File: config.mk
export PLATFORM = sky130hd
export DESIGN_NAME = mac_copro
export DESIGN_NICKNAME = d
export VERILOG_FILES = /design/src/rtl/mac_copro_pkg.sv /design/src/rtl/mac_mode_ctl.sv /design/src/rtl/mac_arith.sv /design/src/rtl/mac_acc_reg.sv /design/src/rtl/mac_copro.sv
export SDC_FILE = /design/constraint.sdc
export NUM_CORES = 1
export LEC_CHECK = 0
export BUFFER_PORTS_ARGS = -buffer_cell sky130_fd_sc_hd__buf_2
export CAP_MARGIN = 10
export CORE_MARGIN = 2
export CORE_UTILIZATION = 30
export DETAILED_ROUTE_END_ITERATION = 8
export GPL_TIMING_DRIVEN = 0
export PLACE_DENSITY = 0.43
export REMOVE_ABC_BUFFERS = 1
export SLEW_MARGIN = 15
export SYNTH_ARGS = -nofsm -noshare
export SYNTH_HDL_FRONTEND = slang
export SYNTH_SLANG_ARGS = --single-unit
File: constraint.sdc
create_clock -name clk -period 19.3 [get_ports clk]
set_input_delay 1.93 -clock clk [delete_from_list [all_inputs] [get_ports clk]]
set_output_delay 1.93 -clock clk [all_outputs]
set_load 0.05 [all_outputs]
File: src/rtl/mac_copro_pkg.sv
package mac_copro_pkg;

   localparam int MODE_W   = 8;
   localparam int HALF_BIT = 4;

   localparam logic [MODE_W-1:0] MD_CLEAR     = 8'h00;
   localparam logic [MODE_W-1:0] MD_LOAD_LO   = 8'h01;
   localparam logic [MODE_W-1:0] MD_LOAD_FULL = 8'h02;
   localparam logic [MODE_W-1:0] MD_READ_LO   = 8'h03;
   localparam logic [MODE_W-1:0] MD_READ_HI   = 8'h13;
   localparam logic [MODE_W-1:0] MD_MAC_U_LO  = 8'h06;
   localparam logic [MODE_W-1:0] MD_MAC_S_LO  = 8'h07;
   localparam logic [MODE_W-1:0] MD_MAC_U_HI  = 8'h16;
   localparam logic [MODE_W-1:0] MD_MAC_S_HI  = 8'h17;

   typedef enum logic [2:0] {
      OP_NONE,
      OP_LOAD_LO,
      OP_LOAD_FULL,
      OP_READ,
      OP_MAC
   } op_e;

   typedef struct packed {
      logic c;
      logic v;
      logic z;
      logic n;
   } flags_t;

   typedef struct packed {
      op_e  op;
      logic is_signed;
      logic hi_half;
   } dec_t;

endpackage

File: src/rtl/mac_mode_ctl.sv
module mac_mode_ctl
   import mac_copro_pkg::*;
(
   input  logic              clk,
   input  logic              rst_n,
   input  logic              mode_we,
   input  logic [MODE_W-1:0] mode_wdata,
   output logic [MODE_W-1:0] mode_q,
   output dec_t              dec
);

   always_ff @(posedge clk or negedge rst_n) begin
      if (!rst_n)       mode_q <= MD_CLEAR;
      else if (mode_we) mode_q <= mode_wdata;
   end

   always_comb begin
      dec.op        = OP_NONE;
      dec.is_signed = 1'b0;
      dec.hi_half   = mode_q[HALF_BIT];
      case (mode_q)
         MD_LOAD_LO:                dec.op = OP_LOAD_LO;
         MD_LOAD_FULL:              dec.op = OP_LOAD_FULL;
         MD_READ_LO, MD_READ_HI:    dec.op = OP_READ;
         MD_MAC_U_LO, MD_MAC_U_HI:  dec.op = OP_MAC;
         MD_MAC_S_LO, MD_MAC_S_HI: begin
            dec.op        = OP_MAC;
            dec.is_signed = 1'b1;
         end
         default:                   dec.op = OP_NONE;
      endcase
   end

endmodule

File: src/rtl/mac_arith.sv
module mac_arith #(
   parameter int DW        = 16,
   parameter int MUL_STYLE = 0,
   localparam int AW       = 2 * DW
) (
   input  logic [DW-1:0] op_a,
   input  logic [DW-1:0] op_b,
   input  logic [AW-1:0] acc,
   input  logic          is_signed,
   output logic [AW-1:0] sum,
   output logic          ovf
);

   logic [AW-1:0] a_ext;
   logic [AW-1:0] b_ext;
   logic [AW-1:0] prod;

   assign a_ext = {{DW{is_signed & op_a[DW-1]}}, op_a};
   assign b_ext = {{DW{is_signed & op_b[DW-1]}}, op_b};

   if (MUL_STYLE == 0) begin : g_mul_op
      assign prod = a_ext * b_ext;
   end else begin : g_mul_shift_add
      logic [AW-1:0] part [AW+1];
      assign part[0] = '0;
      for (genvar i = 0; i < AW; i++) begin : g_row
         assign part[i+1] = part[i] + (b_ext[i] ? (a_ext << i) : '0);
      end
      assign prod = part[AW];
   end

   assign sum = prod + acc;
   assign ovf = is_signed & (prod[AW-1] == acc[AW-1]) & (sum[AW-1] != prod[AW-1]);

endmodule

File: src/rtl/mac_acc_reg.sv
module mac_acc_reg
   import mac_copro_pkg::*;
#(
   parameter int DW  = 16,
   localparam int AW = 2 * DW
) (
   input  logic          clk,
   input  logic          rst_n,
   input  logic          clr,
   input  logic          exec,
   input  dec_t          dec,
   input  logic [DW-1:0] op_dst,
   input  logic [DW-1:0] op_src,
   input  logic [AW-1:0] mac_sum,
   input  logic          mac_ovf,
   output logic [AW-1:0] acc_q,
   output logic [DW-1:0] out_q,
   output flags_t        flg_q
);

   logic [AW-1:0] acc_n;
   logic [DW-1:0] out_n;
   flags_t        flg_n;

   function automatic logic [DW-1:0] pick_half(input logic [AW-1:0] v, input logic hi);
      return hi ? v[AW-1:DW] : v[DW-1:0];
   endfunction

   always_comb begin
      acc_n = acc_q;
      out_n = out_q;
      flg_n = flg_q;
      if (clr) begin
         acc_n = '0;
      end else if (exec) begin
         out_n = '0;
         flg_n = '0;
         case (dec.op)
            OP_LOAD_LO:   acc_n = {{DW{1'b0}}, op_src};
            OP_LOAD_FULL: acc_n = {op_dst, op_src};
            OP_READ:      out_n = pick_half(acc_q, dec.hi_half);
            OP_MAC: begin
               acc_n   = mac_sum;
               out_n   = pick_half(mac_sum, dec.hi_half);
               flg_n.v = mac_ovf;
            end
            default: ;
         endcase
      end
   end

   always_ff @(posedge clk or negedge rst_n) begin
      if (!rst_n) begin
         acc_q <= '0;
         out_q <= '0;
         flg_q <= '0;
      end else begin
         acc_q <= acc_n;
         out_q <= out_n;
         flg_q <= flg_n;
      end
   end

endmodule

File: src/rtl/mac_copro.sv
module mac_copro
   import mac_copro_pkg::*;
#(
   parameter int DW        = 16,
   parameter int MUL_STYLE = 0,
   localparam int AW       = 2 * DW
) (
   input  logic              clk,
   input  logic              rst_n,
   input  logic              mode_we,
   input  logic [MODE_W-1:0] mode_wdata,
   input  logic              cmd_valid,
   input  logic [DW-1:0]     op_dst,
   input  logic [DW-1:0]     op_src,
   output logic [DW-1:0]     res_out,
   output logic [3:0]        flags_out
);

   if (DW < 2) begin : g_bad_dw
      $error("mac_copro: DW must be at least 2");
   end
   if (DW <= HALF_BIT) begin : g_bad_half
      $error("mac_copro: DW too small for the mode layout");
   end
   if (MUL_STYLE != 0 && MUL_STYLE != 1) begin : g_bad_style
      $error("mac_copro: MUL_STYLE must be 0 or 1");
   end

   logic [MODE_W-1:0] mode_q;
   dec_t              dec;
   logic [AW-1:0]     acc_q;
   logic [AW-1:0]     mac_sum;
   logic              mac_ovf;
   flags_t            flg_q;
   logic              clr;
   logic              exec;

   assign clr  = mode_we && (mode_wdata == MD_CLEAR);
   assign exec = cmd_valid && !mode_we;

   mac_mode_ctl u_mode (
      .clk        (clk),
      .rst_n      (rst_n),
      .mode_we    (mode_we),
      .mode_wdata (mode_wdata),
      .mode_q     (mode_q),
      .dec        (dec)
   );

   mac_arith #(.DW(DW), .MUL_STYLE(MUL_STYLE)) u_arith (
      .op_a      (op_dst),
      .op_b      (op_src),
      .acc       (acc_q),
      .is_signed (dec.is_signed),
      .sum       (mac_sum),
      .ovf       (mac_ovf)
   );

   mac_acc_reg #(.DW(DW)) u_acc (
      .clk     (clk),
      .rst_n   (rst_n),
      .clr     (clr),
      .exec    (exec),
      .dec     (dec),
      .op_dst  (op_dst),
      .op_src  (op_src),
      .mac_sum (mac_sum),
      .mac_ovf (mac_ovf),
      .acc_q   (acc_q),
      .out_q   (res_out),
      .flg_q   (flg_q)
   );

   assign flags_out = flg_q;

endmodule

Word level (Yosys, flattened, before mapping)
Index checks and enable logic that the tools add are counted.
{"block": "totals", "regBits": 57, "input_bits": 44, "output_inout_bits": 20}
{"block": "op_classes", "n_addsub": 1, "mul": 1, "eq_ne": 14, "n_mux": 9, "bitwise": 5, "reduce_logical": 11}
{"operator": "$pmux W32 S3", "count": 1}
{"operator": "$mux W32", "count": 2}
{"operator": "$add A32 B32 Y32", "count": 1}
{"operator": "$mul A17 B17 Y32", "count": 1}
{"operator": "$mux W16", "count": 2}
{"operator": "$pmux W16 S2", "count": 1}
{"operator": "$eq A8 B5 Y1 const B", "count": 3}
{"operator": "$eq A8 B2 Y1 const B", "count": 2}
{"operator": "$eq A8 B3 Y1 const B", "count": 2}
{"operator": "$pmux W3 S4", "count": 1}
{"operator": "$eq A8 B1 Y1 const B", "count": 1}
{"operator": "$logic_not A8 Y1", "count": 1}
{"operator": "$eq A3 B2 Y1 const B", "count": 2}
{"operator": "$and A1 B1 Y1", "count": 4}
{"operator": "$reduce_and A2 Y1", "count": 2}
{"operator": "$reduce_bool A4 Y1", "count": 1}
{"operator": "$reduce_or A2 Y1", "count": 2}
{"operator": "$reduce_or A4 Y1", "count": 1}
{"operator": "$eq A3 B1 Y1 const B", "count": 1}
{"operator": "$eq A3 B3 Y1 const B", "count": 1}
{"operator": "$logic_and A1 B1 Y1", "count": 2}
{"operator": "$mux W1", "count": 2}
{"operator": "$reduce_bool A2 Y1", "count": 1}
{"operator": "$eq A1 B1 Y1", "count": 1}
{"operator": "3 further kinds", "count": 3}

Longest topological paths before layout
Gate-level depths: netlist (run 1).
{"block": "logic_depth", "ltp_word": 9, "ltp_mapped": 36, "mapped_depth_nobuf": 35}

Cells and area by module
From an unflattened synthesis (run 1), not the netlist that was laid out.
{"block": "unflattened", "hier_cells": 1603, "area_unflattened_um2": 14960.6}
{"module": "mac_arith", "instances": 1, "cells_each": 1350, "area_per_inst_um2": 11921.4, "seq_area_each_um2": 0.0}
{"module": "mac_acc_reg", "instances": 1, "cells_each": 222, "area_per_inst_um2": 2630.0, "seq_area_each_um2": 1226.2}
{"module": "mac_mode_ctl", "instances": 1, "cells_each": 27, "area_per_inst_um2": 374.1, "seq_area_each_um2": 200.2}
{"module": "mac_copro", "instances": 1, "cells_each": 4, "area_per_inst_um2": 35.0, "seq_area_each_um2": 0.0}

Worst setup path before layout (run 1)
Ideal clock, no wire load.
{"block": "synth_timing", "path_kind": "input to register", "start": "input port op_dst[15]", "end": "register u_acc.out_q[14]", "setup_time_ns": 0.110, "arrival_ns": 9.128, "required_time_ns": 19.190, "path_slack_ns": 10.062, "stages": 30, "path_buffers": 3, "cell_sequence": "clkbuf_1 -> and3_1 -> clkbuf_1 -> nand2_1 -> inv_1 -> fa_1 -> fa_1 -> inv_1 -> fa_1 -> fa_1 -> fa_1 -> fa_1 -> inv_1 -> ha_1 -> or4_1 -> a221o_1 -> a41oi_1 -> nor3_1 -> o21a_1 -> xnor2_1 -> ha_1 -> clkbuf_1 -> and3_1 -> nand4_1 -> a21o_1 -> a31o_2 -> o21bai_1 -> a21oi_1 -> xor2_1 -> o41ai_1"}
{"block": "synth_via", "elab_chain_cells": 5}
{"element": "start, declared", "line": "mac_copro.sv:13", "source": "input logic [DW-1:0] op_dst,"}
{"element": "$and A1 B1 Y1", "line": "mac_arith.sv:18", "source": "assign a_ext = {{DW{is_signed & op_a[DW-1]}}, op_a};"}
{"element": "$mul A17 B17 Y32 (*)", "line": "mac_arith.sv:22", "source": "assign prod = a_ext * b_ext;"}
{"element": "$add A32 B32 Y32 (*)", "line": "mac_arith.sv:32", "source": "assign sum = prod + acc;"}
{"element": "$mux W16 (*)", "line": "mac_acc_reg.sv:26", "source": "return hi ? v[AW-1:DW] : v[DW-1:0];"}
{"element": "$pmux W16 S2 (*)", "line": "mac_acc_reg.sv:38", "source": "case (dec.op)"}
{"element": "end signal, assigned", "line": "mac_acc_reg.sv:59", "source": "out_q <= out_n;"}
{"element": "end, declared", "line": "mac_acc_reg.sv:17", "source": "output logic [DW-1:0] out_q,"}
Every way passes the cells marked *; elsewhere a longest branch is shown, timed or not.
A chain may end at the register's enable or synchronous reset.

Final worst setup path (run 1)
{"block": "layout_timing", "start": "register u_mode.mode_q[3]", "end": "register u_acc.out_q[13]"}
{"block": "layout_via", "elab_chain_cells": 8, "elab_cells_between_ends": 21, "cone_classes": "add/sub: 1; mul: 1; eq/ne: 10; mux: 4; bitwise: 2; reduce/logical: 3"}
{"element": "start, declared", "line": "mac_mode_ctl.sv:8", "source": "output logic [MODE_W-1:0] mode_q,"}
{"element": "start signal, assigned", "line": "mac_mode_ctl.sv:14", "source": "else if (mode_we) mode_q <= mode_wdata;"}
{"element": "$eq A8 B3 Y1 / $eq A8 B5 Y1 (equally long branches)", "line": "mac_mode_ctl.sv:21", "source": "case (mode_q)"}
{"element": "$reduce_or A2 Y1"}
{"element": "$mux W1", "line": "mac_mode_ctl.sv:21"}
{"element": "$and A1 B1 Y1 (on tied branches)", "line": "mac_arith.sv:18, mac_arith.sv:19"}
{"element": "$mul A17 B17 Y32", "line": "mac_arith.sv:22"}
{"element": "$add A32 B32 Y32", "line": "mac_arith.sv:32"}
{"element": "$mux W16", "line": "mac_acc_reg.sv:26"}
{"element": "$pmux W16 S2 (*)", "line": "mac_acc_reg.sv:38"}
Marked as above.

==> results of run 1 <==
==> worst min-delay path: stages, from the launching register on <==
cell and delay [ns]:
dfrtp_1 0.34, nand2_1 0.05, o31ai_1 0.05
==> cell usage after synthesis (8+ instances only) <==
cell	count	area, um^2
xor2_1	19	166.4
nand3_1	31	155.2
o21a_1	22	165.2
o221ai_1	8	70.07
nand2b_1	9	56.30
a31oi_1	9	56.30
xnor2_1	44	385.4
ha_1	114	1426
inv_1	304	1141
mux2i_1	26	260.3
a211oi_1	13	97.59
nor2_1	65	244.0
nor3_1	11	55.05
and2_1	152	950.9
nand2_1	189	709.4
a21o_1	19	142.6
dfrtp_1	57	1426
mux2_2	8	90.09
o21ai_1	26	130.1
o21bai_1	8	60.06
clkbuf_1	70	262.8
fa_1	283	5665
a221oi_1	8	70.07
o21ai_0	36	180.2
a21oi_1	63	315.3
==> layout make-up <==
class / instances / area share
Multi-Input combinational cell: 1252 / 0.7466
Clock buffer: 13 / 0.01594
Antenna cell: 4 / 0.0006132
Inverter: 304 / 0.06990
Sequential cell: 57 / 0.08745
Timing Repair Buffer: 68 / 0.02552
Tap cell: 672 / 0.05151
Clock inverter: 3 / 0.002453
==> worst max path at each step <==
stage | startpoint | end | slack (ns)
floorplan | op_dst[15] | u_acc.acc_q[30] | 10.47
global placement | u_mode.mode_q[3] | u_acc.out_q[12] | 8.32
detailed placement | op_src[15] | u_acc.out_q[12] | 8.45
CTS | u_mode.mode_q[3] | u_acc.out_q[12] | 8.72
global route | u_mode.mode_q[3] | u_acc.out_q[12] | 8.16
finish | u_mode.mode_q[3] | u_acc.out_q[13] | 8.79
==> sequential cells by signal, indices dropped and copies added, names as in the netlist <==
register and flops:
u_acc.acc_q 32, u_acc.flg_q 1, u_acc.out_q 16, u_mode.mode_q 8
==> cells by family (layout without fill, tap and decap cells) <==
group	after synthesis	after routing	synth area share
AOI/OAI and AO/OA	257	257	0.1119
xor gates and xnor gates	64	64	0.03817
adders and majority gates	397	397	0.4714
buffers and inverters	383	388	0.09755
DFF	57	57	0.09481
muxes	34	34	0.02329
other	1	7	0.0002493
and+or+nand+nor	497	497	0.1626
==> layer usage <==
layer | up-vias | GRT usage | wire (um)
met5 | - | 0 | 0
met4 | 0 | 0.03697 | 672
met3 | 38 | 0.01400 | 1447
met2 | 194 | 0.2790 | 20130
met1 | 5879 | 0.2471 | 20490
li1 | 5341 | - | -
==> metrics by stage <==
step                        util  area [um^2]  std cells  hold slack [ns]  setup WS [ns]
after floorplan                -        14730       1613           0.4810          10.47
after global placement    0.3182        15870       2345           0.4631          8.319
after detailed placement  0.3212        16010       2353           0.4652          8.447
after CTS                 0.3272        16310       2369           0.4875          8.715
after global routing      0.3272        16310       2369           0.5079          8.159
final                     0.3274        16320       2373           0.4794          8.795
==> cells in the final DEF (no fill, tap or decap), types with 9 or more instances in the layout <==
cell type / synthesis / final
a21oi_1: 63 / 63
a21o_1: 19 / 19
mux2i_1: 26 / 26
fa_1: 283 / 283
nor2_1: 65 / 65
buf_2: 0 / 60
o21a_1: 22 / 22
nand3_1: 31 / 29
inv_1: 304 / 304
a31oi_1: 9 / 9
xor2_1: 19 / 19
o21ai_1: 26 / 26
and2_1: 152 / 152
nand2_1: 189 / 189
xnor2_1: 44 / 44
dfrtp_1: 57 / 56
a211oi_1: 13 / 13
nor3_1: 11 / 11
ha_1: 114 / 114
clkbuf_16: 0 / 9
o21ai_0: 36 / 36
nand2b_1: 9 / 9
==> run_results.csv, run 1 <==
group,metric,value,unit
logic_synthesis,synth_seq_cells,57,
floorplanning,die_x,227.9,um
worst_hold_path,whs_path_depth,2,
route,drt_iter0_drc,640,
logic_synthesis,async_flop_share,1.000,
clock_tree,clkLatencyLatePin,0.34,ns
logic_synthesis,avgSynthCellArea,8.902,um^2
floorplanning,dieArea,51950,um^2
sta,fin_setup_tns,0,ns
clock_tree,clock_sinks,57,
clock_tree,numCtsBuffers,9,
sta,rsz0062_at_grt,"no",
final_layout,drive_gt1_frac,0.06600,
clock_tree,cts_resized,0,
final_layout,register_area,1428,um^2
global_route,grt_max_degree,55,
sta,max_freq,95.19,MHz
sta,min_period,10.51,ns
clock_tree,ctsRootBufferMaster,"clkbuf_16",
clock_tree,clockBufferDepth,2,
worst_hold_path,worstHoldStart,"u_acc.out_q[10]",
worst_setup_path,critPathLaunchType,"flip-flop",
floorplanning,die_y,227.9,um
sta,slew-limit-headroom,0.3504,
route,vias,11452,
clock_tree,h-tree-depth,3,
logic_synthesis,synth_cells,1690,
outcome,outcome,"complete, no violations",
worst_setup_path,cp_slowest_cell,"nand3_1",
worst_setup_path,cpPeakStageDelay,0.87,ns
clock_tree,cts_hold_buf,0,
worst_setup_path,required,19.58,ns
sta,finalSetupViolations,0,
worst_setup_path,path_delay_family,"simple AND/OR/NAND/NOR gates",
route,viasPerCell,4.826,
logic_synthesis,yosysSeqAreaShare,0.09481,
route,avgRoutedWirePerCell,18.01,um
final_layout,multiInputGateArea,12190,um^2
sta,maxSlewViolCount,0,
worst_setup_path,crit_type,"reg2reg",
sta,timing.final.crit_share,0.5443,
worst_setup_path,reg2regPathDepth,28,
worst_setup_path,r2r_end,"u_acc.out_q[13]",
run,cap_violations,0,
final_layout,num-fill-cells,5266,
worst_setup_path,critical_path_buf_inv_count,1,
route,antenna_left,0,
sta,worstMarginPinSlew,0.9717,ns
clock_tree,post_cts_buffers,0,
final_layout,area_growth,8.508,%
floorplanning,ios,64,
worst_setup_path,cp.depth,28,
worst_setup_path,reg2reg_slack,8.79,ns
worst_setup_path,worstSetupEndpointType,"flip-flop",
floorplanning,initial_utilization,0.3017,
sta,hold_viol,0,
logic_synthesis,synth_edf_count,0,
floorplanning,coreArea,49860,um^2
worst_hold_path,hold_end,"u_acc.out_q[10]",
sta,finClkSkew,0.007092,ns
logic_synthesis,synth_top_flop_cell,"dfrtp_1",
placement,dp_hpwl,33.20,mm
floorplanning,row_count,82,
worst_setup_path,path_max_fanout,29,
logic_synthesis,yosysUniqueCellTypes,69,
route,drc,0,
placement,io_buffers,60,
worst_setup_path,reg2reg_from,"u_mode.mode_q[3]",
global_route,grt_antenna_before_repair,4,
logic_synthesis,syn_area,15040,um^2
worst_setup_path,path_common_cell,"fa_1",
worst_setup_path,worst_ep_arrival_time,10.79,ns
final_layout,layout.nets,2133,
global_route,grt_pass1_wl,69.90,mm
placement,gp_congestion,0.8305,
logic_synthesis,synth_warnings,0,
route,wl,42.74,mm
worst_hold_path,hp-class,"reg2reg",
global_route,groute.usage.overall,0.1708,
clock_tree,clk_pin_slew,0.05,ns
global_route,grt_pass1_vias,12302,
route,firstDrtPassIters,5,
global_route,grt_overflow,0,
clock_tree,cts_tree,"yes",
Power of run 1 is left out: the tool's default activity adds up to more than one toggle a clock period on the data nets, which glitch-free logic cannot reach.
==> inputs of run 2 (changes only) <==
--- a/config.mk
+++ b/config.mk
@@ -5,13 +5,14 @@
 export SDC_FILE = /design/constraint.sdc
 export NUM_CORES = 1
 export LEC_CHECK = 0
+export ABC_AREA = 1
 export BUFFER_PORTS_ARGS = -buffer_cell sky130_fd_sc_hd__buf_2
 export CAP_MARGIN = 10
 export CORE_MARGIN = 2
 export CORE_UTILIZATION = 30
 export DETAILED_ROUTE_END_ITERATION = 8
 export GPL_TIMING_DRIVEN = 0
-export PLACE_DENSITY = 0.43
+export PLACE_DENSITY = 0.44
 export REMOVE_ABC_BUFFERS = 1
 export SLEW_MARGIN = 15
 export SYNTH_ARGS = -nofsm -noshare
==> constraint.sdc (replaced) <==
create_clock -name clk -period 9.4 [get_ports clk]
set_input_delay 0.94 -clock clk [delete_from_list [all_inputs] [get_ports clk]]
set_output_delay 0.94 -clock clk [all_outputs]
set_load 0.05 [all_outputs]
==> run_results.csv, run 2 <==
group,metric,value,unit
outcome,outcome,"complete, no violations",
logic_synthesis,avgSynthCellArea,7.524,um^2
worst_setup_path,worst_ep_arrival_time,9.19,ns
sta,min_period,8.903,ns
worst_setup_path,reg2regPathDepth,37,
sta,timing.final.crit_share,0.9472,
logic_synthesis,synth_top_cells_by_count,"inv_1 (535), nand2_1 (519), fa_1 (283), ha_1 (114), nor2_1 (106)",
worst_setup_path,reg2reg_slack,0.50,ns
placement,dp_cells,2766,
sta,finalSetupViolations,0,
route,avgRoutedWirePerCell,17.41,um
final_layout,top_regs,"u_acc.acc_q: 32 flops, u_acc.out_q: 16 flops, u_mode.mode_q: 8 flops",
worst_setup_path,r2r_end,"u_acc.out_q[10]",
clock_tree,cts_hold_buf,0,
sta,slew-limit-headroom,0.3321,
clock_tree,h-tree-depth,3,
sta,worstMarginPinSlew,0.9986,ns
global_route,groute.usage.overall,0.1867,
logic_synthesis,synthTopCellsByArea,"fa_1 (36%), inv_1 (13%), nand2_1 (12%)",
logic_synthesis,yosysTopAreaCell,"fa_1",
worst_setup_path,worstSetupEndpointType,"flip-flop",
clock_tree,numCtsBuffers,9,
sta,maxSlewViolCount,0,
floorplanning,dieArea,54670,um^2
logic_synthesis,synth_warnings,0,
worst_setup_path,critical_path_buf_inv_count,7,
final_layout,mostFrequentLayoutCells,"inv_1 (535), nand2_1 (519), fa_1 (283)",
global_route,grt_overflow,0,
global_route,grt_antenna_before_repair,2,
logic_synthesis,synth_edf_count,0,
worst_setup_path,cp_slowest_cell,"fa_1",
logic_synthesis,synth_top_area_frac,0.3575,
final_layout,largest_register_ffs,32,
final_layout,area_growth,7.557,%
clock_tree,clockBufferDepth,2,
final_layout,regMostFlops,"u_acc.acc_q",
final_layout,final_util,0.3256,
worst_setup_path,crit_type,"reg2reg",
worst_setup_path,critPathLaunchType,"flip-flop",
final_layout,final_cells,2788,
worst_hold_path,hold_end,"u_acc.out_q[1]",
floorplanning,die_x,233.8,um
sta,max_freq,112.3,MHz
clock_tree,cts_tree,"yes",
worst_setup_path,path_max_fanout,30,
worst_hold_path,hp-class,"reg2reg",
clock_tree,clock_sinks,57,
floorplanning,initial_utilization,0.3027,
route,firstDrtPassIters,5,
final_layout,layout.nets,2537,
worst_hold_path,worstHoldStart,"u_acc.out_q[1]",
worst_setup_path,path_common_cell,"fa_1",
route,drt_iter0_drc,812,
worst_hold_path,whs_path_depth,2,
run,cap_violations,0,
floorplanning,row_count,84,
placement,io_buffers,60,
clock_tree,clkLatencyLatePin,0.34,ns
sta,holdWs,0.4759,ns
sta,hold_viol,0,
floorplanning,die_y,233.8,um
route,wl,48.54,mm
final_layout,final_common_cell,"inv_1",
clock_tree,clk_pin_slew,0.05,ns
final_layout,drive_gt1_frac,0.05952,
logic_synthesis,synth_cells,2106,
logic_synthesis,syn_area,15850,um^2
logic_synthesis,synth_seq_cells,57,
logic_synthesis,yosysSeqAreaShare,0.09002,
route,viasPerCell,4.692,
global_route,grt_pass1_vias,13790,
logic_synthesis,yosysUniqueCellTypes,51,
floorplanning,coreArea,52340,um^2
route,vias,13081,
sta,finClkSkew,0.005991,ns
floorplanning,ios,64,
placement,dp_hpwl,38.84,mm
logic_synthesis,synth_top_flop_cell,"dfrtp_1",
route,antenna_left,0,
logic_synthesis,yosysMostFrequentCell,"inv_1",
placement,gp_congestion,0.8764,
global_route,grt_pass1_wl,78.12,mm
clock_tree,ctsRootBufferMaster,"clkbuf_16",
global_route,grt_max_degree,50,
route,drc,0,
worst_setup_path,path_delay_family,"adder cells",
worst_setup_path,cpPeakStageDelay,0.54,ns
sta,fin_setup_tns,0,ns
worst_setup_path,reg2reg_from,"u_mode.mode_q[6]",
worst_setup_path,required,9.68,ns
final_layout,antenna_cells,0,
logic_synthesis,async_flop_share,1.000,
-- run 2: cell types whose count changed in the layout (fill, tap and decap cells not counted), moves of 26 or more --
cell / previous run / this run
mux2i_1: 26 / 0
inv_1: 304 / 535
and2_1: 152 / 0
nand2_1: 189 / 519
o21ai_0: 36 / 63
nor2_1: 65 / 103
-- run 2: per-stage QoR --
stage	setup slack [ns]	instance area, um^2
5_1_grt	-0.02579	17040
3_5_place_dp	-0.5785	16680
4_1_cts	0.1465	16970
2_1_floorplan	0.4199	15460
3_3_place_gp	-2.931	16620
6_report	0.4965	17040
-- run 2: area by class of cell --
| cell class | instances | area, um^2 |
|---|---|---|
| clock buffer | 12 | 246.5 |
| clock inverter | 3 | 17.52 |
| fill | 5701 | 35300 |
| inverter | 542 | 2042 |
| multi-input combinational | 1416 | 12040 |
| sequential | 57 | 1426 |
| tap | 688 | 860.8 |
| timing repair buffer | 70 | 405.4 |
-- run 2: repair_timing --
item | in CTS | in global routing
pin swaps | 2 | 5
gates cloned | 0 | 0
gates resized for setup | 5 | 11
buffers inserted | 2 | 5
setup endpoints to repair | 16 | 14
-- run 2: worst max path at each step --
stage               slack, ns              from  cells after the start               to
floorplan                0.42  u_mode.mode_q[5]                     39  u_acc.acc_q[31]
CTS                      0.15  u_mode.mode_q[5]                     37  u_acc.out_q[10]
finish                   0.50  u_mode.mode_q[6]                     37  u_acc.out_q[10]
global route            -0.03  u_mode.mode_q[6]                     37  u_acc.out_q[10]
global placement        -2.93  u_mode.mode_q[5]                     36  u_acc.out_q[10]
detailed placement      -0.58  u_mode.mode_q[5]                     37  u_acc.out_q[10]
-- run 2: cell families (layout without fill, tap and decap cells) --
family                   Yosys count  in the layout  synth area share
AND/OR/NAND/NOR                  710            710            0.1809
buffers and inverters            635            627            0.1534
adder cells (fa/ha/maj)          397            397            0.4476
AO/OA/AOI/OAI                    252            252           0.09800
flip-flops                        57             57           0.09002
XOR/XNOR                          54             54           0.02985
other                              1              3         0.0002367
-- run 2: routing by layer --
metal,share of wire,up-vias,global-route usage
met5,0,-,0
met2,0.48,253,0.3166
met1,0.46,6576,0.2623
met4,0.014,0,0.03165
met3,0.040,38,0.01642
li1,-,6214,-
-- run 2: worst min-delay path: stages (launching register included) --
cell,delay (ns)
dfrtp_1,0.34
nand2_1,0.05
nand2_1,0.06
Power of run 2 is left out for the same reason.
==> inputs of run 3 (changes only) <==
--- a/config.mk
+++ b/config.mk
@@ -9,10 +9,10 @@
 export BUFFER_PORTS_ARGS = -buffer_cell sky130_fd_sc_hd__buf_2
 export CAP_MARGIN = 10
 export CORE_MARGIN = 2
-export CORE_UTILIZATION = 30
+export CORE_UTILIZATION = 38
 export DETAILED_ROUTE_END_ITERATION = 8
 export GPL_TIMING_DRIVEN = 0
-export PLACE_DENSITY = 0.44
+export PLACE_DENSITY = 0.53
 export REMOVE_ABC_BUFFERS = 1
 export SLEW_MARGIN = 15
 export SYNTH_ARGS = -nofsm -noshare
==> run_results.csv, run 3 (same netlist as run 2, synthesis figures left out) <==
group,metric,value,unit
worst_setup_path,path_max_fanout,30,
global_route,groute.usage.overall,0.2184,
route,vias,13006,
route,viasPerCell,4.943,
final_layout,drive_gt1_frac,0.05860,
worst_setup_path,path_common_cell,"fa_1",
floorplanning,row_count,74,
final_layout,antenna_cells,0,
placement,placement.cell_area,16500,um^2
route,avgRoutedWirePerCell,17.20,um
clock_tree,cts_hold_buf,0,
worst_setup_path,reg2reg_from,"u_mode.mode_q[6]",
placement,gp_congestion,0.9130,
final_layout,largest_register_ffs,32,
worst_setup_path,cpPeakStageDelay,0.54,ns
final_layout,area_growth,6.673,%
route,wl,45.26,mm
worst_setup_path,reg2regPathDepth,35,
final_layout,final_util,0.4121,
placement,dp_hpwl,36.42,mm
route,drc,0,
route,antenna_left,0,
floorplanning,coreArea,41020,um^2
final_layout,final_cells,2631,
sta,min_period,8.865,ns
sta,worstMarginPinSlew,1.001,ns
clock_tree,numCtsBuffers,9,
worst_hold_path,hp-class,"in2async",
placement,io_buffers,60,
placement,dp_cells,2610,
sta,maxSlewViolCount,0,
worst_setup_path,worstSetupEndpointType,"flip-flop",
clock_tree,clkLatencyLatePin,0.34,ns
worst_setup_path,startpoint,"u_mode.mode_q[6]",
floorplanning,die_x,208.2,um
clock_tree,clock_sinks,57,
outcome,outcome,"complete, no violations",
clock_tree,clockBufferDepth,2,
sta,slew-limit-headroom,0.3317,
route,drt_iter0_drc,728,
final_layout,design_area,16900,um^2
final_layout,final_common_cell,"inv_1",
global_route,grt_antenna_before_repair,1,
final_layout,mostFrequentLayoutCells,"inv_1 (535), nand2_1 (519), fa_1 (283)",
route,firstDrtPassIters,5,
global_route,grt_overflow,0,
sta,hold_viol,0,
worst_setup_path,required,9.68,ns
global_route,grt_max_degree,55,
final_layout,regMostFlops,"u_acc.acc_q",
worst_setup_path,cp_slowest_cell,"fa_1",
worst_setup_path,crit_type,"reg2reg",
sta,max_freq,112.8,MHz
global_route,grt_pass1_wl,74.17,mm
final_layout,top_regs,"u_acc.acc_q: 32 flops, u_acc.out_q: 16 flops, u_mode.mode_q: 8 flops",
clock_tree,cts_tree,"yes",
clock_tree,ctsRootBufferMaster,"clkbuf_16",
sta,rsz0062_at_grt,"no",
sta,finClkSkew,0.005338,ns
sta,finalWorstSetupSlack,0.5354,ns
floorplanning,dieArea,43350,um^2
final_layout,layout.nets,2535,
floorplanning,die_y,208.2,um
run,cap_violations,0,
sta,finalSetupViolations,0,
worst_setup_path,critPathLaunchType,"flip-flop",
clock_tree,h-tree-depth,3,
final_layout,num-fill-cells,4276,
floorplanning,ios,64,
worst_setup_path,worst_ep_arrival_time,9.14,ns
sta,timing.final.crit_share,0.9430,
floorplanning,initial_utilization,0.3863,
placement,place_ws,-0.3858,ns
global_route,grt_pass1_vias,13630,
clock_tree,clk_pin_slew,0.05,ns
run 3: cell types whose count changed in the layout (fill, tap and decap cells not counted), sizes merged:
cell,before,now
buf,70,68
bufinv,0,2
clkbuf,12,11
run 3: cell type report:
class,count,area [um^2],share of cell area
Tap cell,532,665.6,0.03938
Multi-Input combinational cell,1416,12030,0.7117
Clock inverter,5,77.57,0.004590
Clock buffer,11,252.7,0.01495
Sequential cell,57,1426,0.08439
Inverter,542,2039,0.1207
Timing Repair Buffer,68,410.4,0.02428
run 3: what timing repair did:
item | in CTS | in global routing
setup endpoints to repair | 11 | 17
resized for setup | 3 | 8
setup buffers | 1 | 4
pin swaps | 1 | 3
run 3: per-layer routing:
metal,routed length (um),GRT usage,vias to the layer above,part of all wire
met1,20500,0.3031,6460,0.45
met3,2252,0.02506,43,0.050
met2,21840,0.3721,284,0.48
li1,-,-,6219,-
met4,665,0.03796,0,0.015
met5,0,0,-,0
run 3: stage by stage:
stage               hold WS (ns)  setup TNS, ns
floorplan                 0.4648              0
global placement          0.4635         -64.21
detailed placement        0.4617         -1.349
CTS                       0.3919              0
global route              0.3990              0
finish                    0.4036              0
run 3: final timing paths:
check | end | slack, ns
worst min-delay path | u_mode.mode_q[7] | 0.40
min in group clk | u_acc.out_q[10] | 0.48
worst min register to register | u_acc.out_q[10] | 0.48
worst max register to register | u_acc.out_q[10] | 0.54
worst max-delay path | u_acc.out_q[10] | 0.54
max in group asynchronous | u_acc.acc_q[0] | 8.51
run 3: worst max-delay path, delay by kind of cell (launching register included):
| kind | cells | cell delay [ns] |
|---|---|---|
| AO/OA/AOI/OAI | 8 | 1.80 |
| AND/OR/NAND/NOR | 11 | 1.71 |
| flip-flops | 1 | 0.40 |
| adder cells (fa/ha/maj) | 8 | 3.62 |
| buffers and inverters | 6 | 0.90 |
| XOR/XNOR | 2 | 0.37 |
Power of run 3 is left out for the same reason.
